## config.mk

```make
export PLATFORM = sky130hd
export DESIGN_NAME = hz_unit
export DESIGN_NICKNAME = d
export VERILOG_FILES = /design/src/rtl/hz_pkg.sv /design/src/rtl/hz_decode.sv /design/src/rtl/hz_track.sv /design/src/rtl/hz_operand_sel.sv /design/src/rtl/hz_unit.sv
export SDC_FILE = /design/constraint.sdc
export NUM_CORES = 1
export LEC_CHECK = 0
export BUFFER_PORTS_ARGS = -buffer_cell sky130_fd_sc_hd__buf_2
export CAP_MARGIN = 10
export CORE_MARGIN = 3
export CORE_UTILIZATION = 30
export CTS_CLUSTER_SIZE = 14
export DETAILED_ROUTE_END_ITERATION = 10
export PLACE_DENSITY = 0.57
export SLEW_MARGIN = 10
export SYNTH_ARGS = -nofsm -noshare
export SYNTH_HDL_FRONTEND = slang
export SYNTH_HIERARCHICAL = 1
export SYNTH_SLANG_ARGS = --single-unit
```

## constraint.sdc

```tcl
create_clock -name clk -period 3.3 [get_ports clk]
set_input_delay 0.66 -clock clk [delete_from_list [all_inputs] [get_ports clk]]
set_output_delay 0.66 -clock clk [all_outputs]
set_load 0.05 [all_outputs]
```

## src/rtl/hz_pkg.sv

```systemverilog
package hz_pkg;
  localparam int REG_W = 5;

  localparam logic [5:0] OP_RR    = 6'h00;
  localparam logic [5:0] OP_LOAD  = 6'h23;
  localparam logic [5:0] OP_STORE = 6'h2B;
  localparam logic [5:0] OP_BRNCH = 6'h04;

  typedef enum logic [1:0] {
    SRC_RF    = 2'd0,
    SRC_EXMEM = 2'd1,
    SRC_MEMWB = 2'd2
  } src_e;

  typedef struct packed {
    logic [REG_W-1:0] rs;
    logic [REG_W-1:0] rt;
    logic [REG_W-1:0] dst;
    logic             use_rs;
    logic             use_rt;
    logic             wr;
    logic             ld;
    logic             st;
  } slot_t;

  // true when a writing producer feeds register r of a reader that uses it
  function automatic logic feeds(logic wr, logic [REG_W-1:0] dst,
                                 logic used, logic [REG_W-1:0] r);
    return used && wr && (dst != '0) && (dst == r);
  endfunction
endpackage

```

## src/rtl/hz_decode.sv

```systemverilog
module hz_decode
  import hz_pkg::*;
#(
  parameter int INSTR_W = 32
) (
  input  logic               valid,
  input  logic [INSTR_W-1:0] instr,
  output slot_t              slot
);
  localparam int OP_LSB = INSTR_W - 6;

  logic [5:0] op;
  logic       unused_low;

  assign op         = instr[INSTR_W-1:OP_LSB];
  assign unused_low = ^instr[10:0];

  always_comb begin
    slot    = '0;
    slot.rs = instr[25:21];
    slot.rt = instr[20:16];
    if (valid) begin
      unique case (op)
        OP_RR: begin
          slot.use_rs = 1'b1;
          slot.use_rt = 1'b1;
          slot.wr     = 1'b1;
          slot.dst    = instr[15:11];
        end
        OP_LOAD: begin
          slot.use_rs = 1'b1;
          slot.wr     = 1'b1;
          slot.ld     = 1'b1;
          slot.dst    = instr[20:16];
        end
        OP_STORE: begin
          slot.use_rs = 1'b1;
          slot.use_rt = 1'b1;
          slot.st     = 1'b1;
        end
        OP_BRNCH: begin
          slot.use_rs = 1'b1;
          slot.use_rt = 1'b1;
        end
        default: begin
          slot.use_rs = 1'b1;
          slot.wr     = 1'b1;
          slot.dst    = instr[20:16];
        end
      endcase
    end
  end
endmodule

```

## src/rtl/hz_track.sv

```systemverilog
module hz_track
  import hz_pkg::*;
#(
  parameter int N_STAGES = 3
) (
  input  logic  clk,
  input  logic  rst_n,
  input  slot_t id_slot,
  input  logic  kill,
  output slot_t ex_q,
  output slot_t mem_q,
  output slot_t wb_q
);
  slot_t pipe_q [N_STAGES];

  for (genvar i = 0; i < N_STAGES; i++) begin : g_stage
    if (i == 0) begin : g_head
      always_ff @(posedge clk) begin
        if (!rst_n)    pipe_q[i] <= '0;
        else if (kill) pipe_q[i] <= '0;
        else           pipe_q[i] <= id_slot;
      end
    end else begin : g_body
      always_ff @(posedge clk) begin
        if (!rst_n) pipe_q[i] <= '0;
        else        pipe_q[i] <= pipe_q[i-1];
      end
    end
  end

  assign ex_q  = pipe_q[0];
  assign mem_q = pipe_q[1];
  assign wb_q  = pipe_q[N_STAGES-1];

  // a killed slot enters execute as an empty no-op
  assert_bubble_R6: assert property (@(posedge clk) disable iff (!rst_n)
    kill |=> (ex_q == '0));
  // the memory stage holds what execute held a cycle before
  assert_advance_R6: assert property (@(posedge clk) disable iff (!rst_n)
    $past(rst_n) |-> (mem_q == $past(ex_q)));
endmodule

```

## src/rtl/hz_operand_sel.sv

```systemverilog
module hz_operand_sel
  import hz_pkg::*;
(
  input  logic             clk,
  input  logic             rst_n,
  input  logic [REG_W-1:0] src,
  input  logic             used,
  input  logic             mem_wr,
  input  logic             mem_ld,
  input  logic [REG_W-1:0] mem_dst,
  input  logic             wb_wr,
  input  logic [REG_W-1:0] wb_dst,
  output src_e             sel
);
  logic mem_hit, wb_hit;

  assign mem_hit = feeds(mem_wr, mem_dst, used, src);
  assign wb_hit  = feeds(wb_wr, wb_dst, used, src);

  always_comb begin
    if (mem_hit)     sel = mem_ld ? SRC_RF : SRC_EXMEM; // load data not ready yet
    else if (wb_hit) sel = SRC_MEMWB;
    else             sel = SRC_RF;
  end

  assert_no_zero_fwd_R5: assert property (@(posedge clk) disable iff (!rst_n)
    (sel != SRC_RF) |-> (src != '0));
  assert_legal_sel_R2: assert property (@(posedge clk) disable iff (!rst_n)
    sel != 2'd3);
endmodule

```

## src/rtl/hz_unit.sv

```systemverilog
module hz_unit
  import hz_pkg::*;
#(
  parameter int INSTR_W = 32
) (
  input  logic               clk,
  input  logic               rst_n,
  input  logic               id_valid,
  input  logic [INSTR_W-1:0] id_instr,
  output logic               hold_front,
  output logic               kill_ex,
  output logic [1:0]         fwd_a_sel,
  output logic [1:0]         fwd_b_sel,
  output logic               wt_a,
  output logic               wt_b,
  output logic               st_data_fwd
);
  localparam int N_OPND = 2;

  slot_t id_slot, ex_q, mem_q, wb_q;
  logic  load_use;
  src_e  sel   [N_OPND];
  logic  unused_fields;

  hz_decode #(.INSTR_W(INSTR_W)) u_dec (
    .valid (id_valid),
    .instr (id_instr),
    .slot  (id_slot)
  );

  // a load in execute blocks a decode reader of its result, except store data
  assign load_use = ex_q.ld &&
                    (feeds(ex_q.wr, ex_q.dst, id_slot.use_rs, id_slot.rs) ||
                     feeds(ex_q.wr, ex_q.dst, id_slot.use_rt && !id_slot.st, id_slot.rt));

  hz_track #(.N_STAGES(3)) u_trk (
    .clk     (clk),
    .rst_n   (rst_n),
    .id_slot (id_slot),
    .kill    (load_use),
    .ex_q    (ex_q),
    .mem_q   (mem_q),
    .wb_q    (wb_q)
  );

  for (genvar k = 0; k < N_OPND; k++) begin : g_opnd
    hz_operand_sel u_sel (
      .clk     (clk),
      .rst_n   (rst_n),
      .src     ((k == 0) ? ex_q.rs : ex_q.rt),
      .used    ((k == 0) ? ex_q.use_rs : ex_q.use_rt),
      .mem_wr  (mem_q.wr),
      .mem_ld  (mem_q.ld),
      .mem_dst (mem_q.dst),
      .wb_wr   (wb_q.wr),
      .wb_dst  (wb_q.dst),
      .sel     (sel[k])
    );
  end

  assign fwd_a_sel   = sel[0];
  assign fwd_b_sel   = sel[1];
  assign hold_front  = load_use;
  assign kill_ex     = load_use;
  assign wt_a        = feeds(wb_q.wr, wb_q.dst, id_slot.use_rs, id_slot.rs);
  assign wt_b        = feeds(wb_q.wr, wb_q.dst, id_slot.use_rt, id_slot.rt);
  assign st_data_fwd = mem_q.st && wb_q.ld && feeds(wb_q.wr, wb_q.dst, 1'b1, mem_q.rt);

  assign unused_fields = ^{ex_q.st, mem_q.rs, mem_q.use_rs, mem_q.use_rt,
                           wb_q.rs, wb_q.rt, wb_q.use_rs, wb_q.use_rt, wb_q.st};

  // the interlock never lasts more than one cycle
  assert_single_stall_R6: assert property (@(posedge clk) disable iff (!rst_n)
    hold_front |=> !hold_front);
  // a store fed from a load never paid a stall on its way
  assert_store_nostall_R9: assert property (@(posedge clk) disable iff (!rst_n)
    st_data_fwd |-> !$past(hold_front, 2));
  // an empty decode slot never freezes the front end
  assert_idle_nohold_R6: assert property (@(posedge clk) disable iff (!rst_n)
    !id_valid |-> !hold_front);
endmodule

```

After elaboration in Yosys (flattened, before gate mapping). Memory sizes are Yosys's and may differ from the RTL's. Index checks and enable logic that the tools add are counted.

Equal/unequal tests: 12. Mux-type cells: 23. Bitwise gates (word level): 4. Reductions and logical operators: 38.

Operators with widths (number): 2-to-1 mux 20 bit (4); == test 5 bit (9); logical AND 1 bit (30); nonzero test 5 bit (3); 2-to-1 mux 1 bit (13); == test 6 bit, second input constant (2); 2-to-1 mux 10 bit (1); case mux 5 bit (2 select lines) (1); 2-to-1 mux 2 bit (4); == test 6 x 3 -> 1 bit, second input constant (1); zero test 6 bit (1); OR 1 bit (4); OR reduction 3 bit (1); OR reduction 2 bit (1); zero test 1 bit (1); logical OR 1 bit (1).

Input port bits: 35. Bits in writable memories: 60. Memories: 1. Word-level logic and storage cells: 78. Bits in registers: 0.

Memories: u_trk.pipe_q (depth 3, bits a word 20, rd ports 3, clocked after Yosys merged registers in 0, write ports 3, RTL line hz_track.sv:14) `slot_t pipe_q [N_STAGES];`.

Longest topological paths before layout.
Depth after elaboration: 16. Depth in mapped cells: 8.

Modules after synthesis. The synthesis kept the hierarchy.

By module, submodules not included: hz_track (area an instance 1893.1 µm², cells each 129, instances 1); hz_unit (area an instance 334.1 µm², cells each 45, instances 1); hz_operand_sel (area an instance 160.2 µm², cells each 21, instances 2); hz_decode (area an instance 250.2 µm², cells each 42, instances 1).

Least setup slack after synthesis. No wires, ideal clock.

Path type: input to output. From: input port id_instr[27]. To: output port kill_ex. Setup slack: -0.483 ns. Cell stages on the path: 7. Arrival: 3.123 ns. Required time: 2.640 ns. Cell sequence: or4_4 > o21ai_0 > nor2b_1 > nand2_1 > or4_1 > a21oi_1 > buf_4.

RTL lines: start: declaration (RTL line hz_unit.sv:9) `input logic [INSTR_W-1:0] id_instr,`; end: declaration (RTL line hz_unit.sv:11) `output logic kill_ex,`.

==> impl_metrics.csv <==
group,metric,value,unit
run_status,outcome,"finished, final reports clean",
worst_setup_path,rr_startpoint,"u_trk/pipe_q[0][6]",
power_and_ir_drop,fin_total_pwr,1.06,mW
clock_tree,clk_pin_slew_worst_paths,0.07,ns
synthesis,syn_avg_cell_area,10.4,um2
place,hpwl,3.63,mm
place,gp_congestion,0.814,
finish,layout.area.seq,0.00100,mm2
global_route,grt_pass1_vias,1621,
floorplan,row_count,31,
sta,fin_setup_tns,0,ns
place,pre_cts_ws,0.0764,ns
clock_tree,cts_setup_buffers,0,
sta,maxSlewHeadroom,0.642,
sta,fin_crit,3.18,ns
power_and_ir_drop,powerDensity,403,mW/mm2
floorplan,die_area,0.00865,mm2
finish,multi_input_area,0.00120,mm2
global_route,grt_antenna_before_repair,0,
sta,setup-violations-final,0,
detailed_routing,wire_per_inst,13.6,um
sta,finClkSkew,0.00603,ns
run,maxCapViolations,0,
place,portBuffers,32,
finish,diodes,0,
sta,maxSlewViolCount,0,
detailed_routing,drc,0,
synthesis,syn_inst,218,
min_path,min_path_type,"reg2reg",
worst_setup_path,endpoint_kind,"output port",
clock_tree,clk_latency,0.30,ns
detailed_routing,vias,1550,
clock_tree,cts_buffers,5,
worst_setup_path,critPathKind,"in2out",
worst_setup_path,cp_data_arrival_time,2.52,ns
floorplan,die_w,93.0,um
global_route,overflow,0,
detailed_routing,routed_via_density,4.34,
detailed_routing,dr.pass1.iters,4,
power_and_ir_drop,pwr-share-seq,0.545,
finish,postLayoutCellArea,0.00263,mm2
synthesis,syn-cell-area,0.00227,mm2
detailed_routing,ant_nets,0,
synthesis,yosysWarningCount,6,
power_and_ir_drop,p_switching,0.257,mW
finish,final_nets,292,
min_path,hold_start,"u_trk/pipe_q[0][0]",
power_and_ir_drop,leakagePower,1.04,nW
finish,area_growth_syn_to_layout,15.8,%
power_and_ir_drop,p_sw_frac,0.243,
sta,hold_viol,0,
worst_setup_path,path_max_fanout,4,
clock_tree,cts-root-buf,"clkbuf_8",
worst_setup_path,cp-start-kind,"input pin",
global_route,grt_pass1_wl,8.17,mm
worst_setup_path,critPathRequiredTime,2.64,ns
clock_tree,ctsHoldBuffers,0,
clock_tree,cts.path.max_buffers,2,
finish,fill_cells,774,
clock_tree,cts_resized,0,
floorplan,die_h,93.0,um
power_and_ir_drop,pwr-share-clk,0.346,
power_and_ir_drop,irDropWorstVdd,124,uV
floorplan,initial_core_util,0.312,
clock_tree,cts_tree,"yes",
floorplan,core,0.00729,mm2
detailed_routing,first_iter_violations,71,
worst_setup_path,crit_path_start,"id_instr[27]",
clock_tree,cts_sinks,40,
finish,largestRegisters,"u_trk/pipe_q (40)",
sta,setup_ws,0.124,ns
sta,rsz0062_at_grt,"false",
floorplan,ios,44,
finish,final_layout_size_suffix_gt1_frac,0.271,
global_route,grt_max_degree,41,
global_route,grt_usage,0.123,
finish,largest-register,"u_trk/pipe_q",
finish,largest_reg_flops,40,
clock_tree,cts.htree.levels,2,
power_and_ir_drop,p_int,0.803,mW
sta,fmax,0.315,GHz
sta,min_period_over_period,0.962,
detailed_routing,routed_wl,4.85,mm
sta,holdWs,0.480,ns
power_and_ir_drop,combPwrFrac,0.110,
place,dpl-instance-area,0.00252,mm2
sta,tightestPinTransition,0.537,ns
-- power groups by stage --
stage | sequential [mW] | combinational [mW] | clock, mW
floorplan | 0.579 | 0.0984 | 0
global placement | 0.589 | 0.114 | 0
detailed placement | 0.590 | 0.116 | 0
CTS | 0.578 | 0.116 | 0.382
global route | 0.581 | 0.133 | 0.402
finish | 0.578 | 0.116 | 0.367
-- critical path: stages --
cell and delay [ns]:
buf_2 0.10, or4_4 0.55, o21ai_0 0.09, nor2b_2 0.18, nand2_1 0.05, or4_1 0.45, a21oi_4 0.18, clkbuf_4 0.25
-- per-layer routing --
metal  global-route usage  up-vias  part of all wire
li1                     -      807                 -
met1                0.164      707              0.49
met2                0.195       31              0.46
met3               0.0241        5             0.042
met4               0.0476        0             0.015
met5                    0        -                 0
-- path summary, 6_finish.rpt --
| check | endpoint | slack, ns | cells after the start |
|---|---|---|---|
| setup / recovery | kill_ex | 0.12 | 8 |
| setup reg to reg | u_trk/pipe_q[0][14] | 1.06 | 6 |
| hold / removal | u_trk/pipe_q[1][0] | 0.48 | 1 |
| hold reg to reg | u_trk/pipe_q[1][0] | 0.48 | 1 |
-- stage by stage --
stage / std cells / util
2_1_floorplan: 237 / -
3_3_place_gp: 349 / 0.346
3_5_place_dp: 349 / 0.346
4_1_cts: 357 / 0.360
5_1_grt: 357 / 0.361
6_report: 357 / 0.361
-- placed cells by master (no fill, tap or decap), types with 2 or more instances in the layout --
master,instances
or4_1,2
nand4_1,7
and3b_1,2
o22ai_1,7
o41ai_2,2
o2111ai_1,2
clkbuf_8,5
nand2_1,16
xnor2_1,30
o21ai_0,4
buf_2,30
dfxtp_1,20
xor2_1,11
inv_1,5
a211oi_2,2
nor3_1,7
conb_1,20
edfxtp_1,20
nand3_1,3
and2_1,20
buf_4,3
and3b_2,20
a21oi_1,2
nor4_1,3
nor2_1,2
-- cell type report --
class                   instances  share of cell area
well taps                      99              0.0471
clock buffers                   7              0.0371
multi-input cells             171               0.458
flip-flops and latches         40               0.380
inverters                       5             0.00713
clock inverters                 1             0.00190
repair buffers                 34              0.0685
No activity file was read; power rests on OpenSTA's default activity.
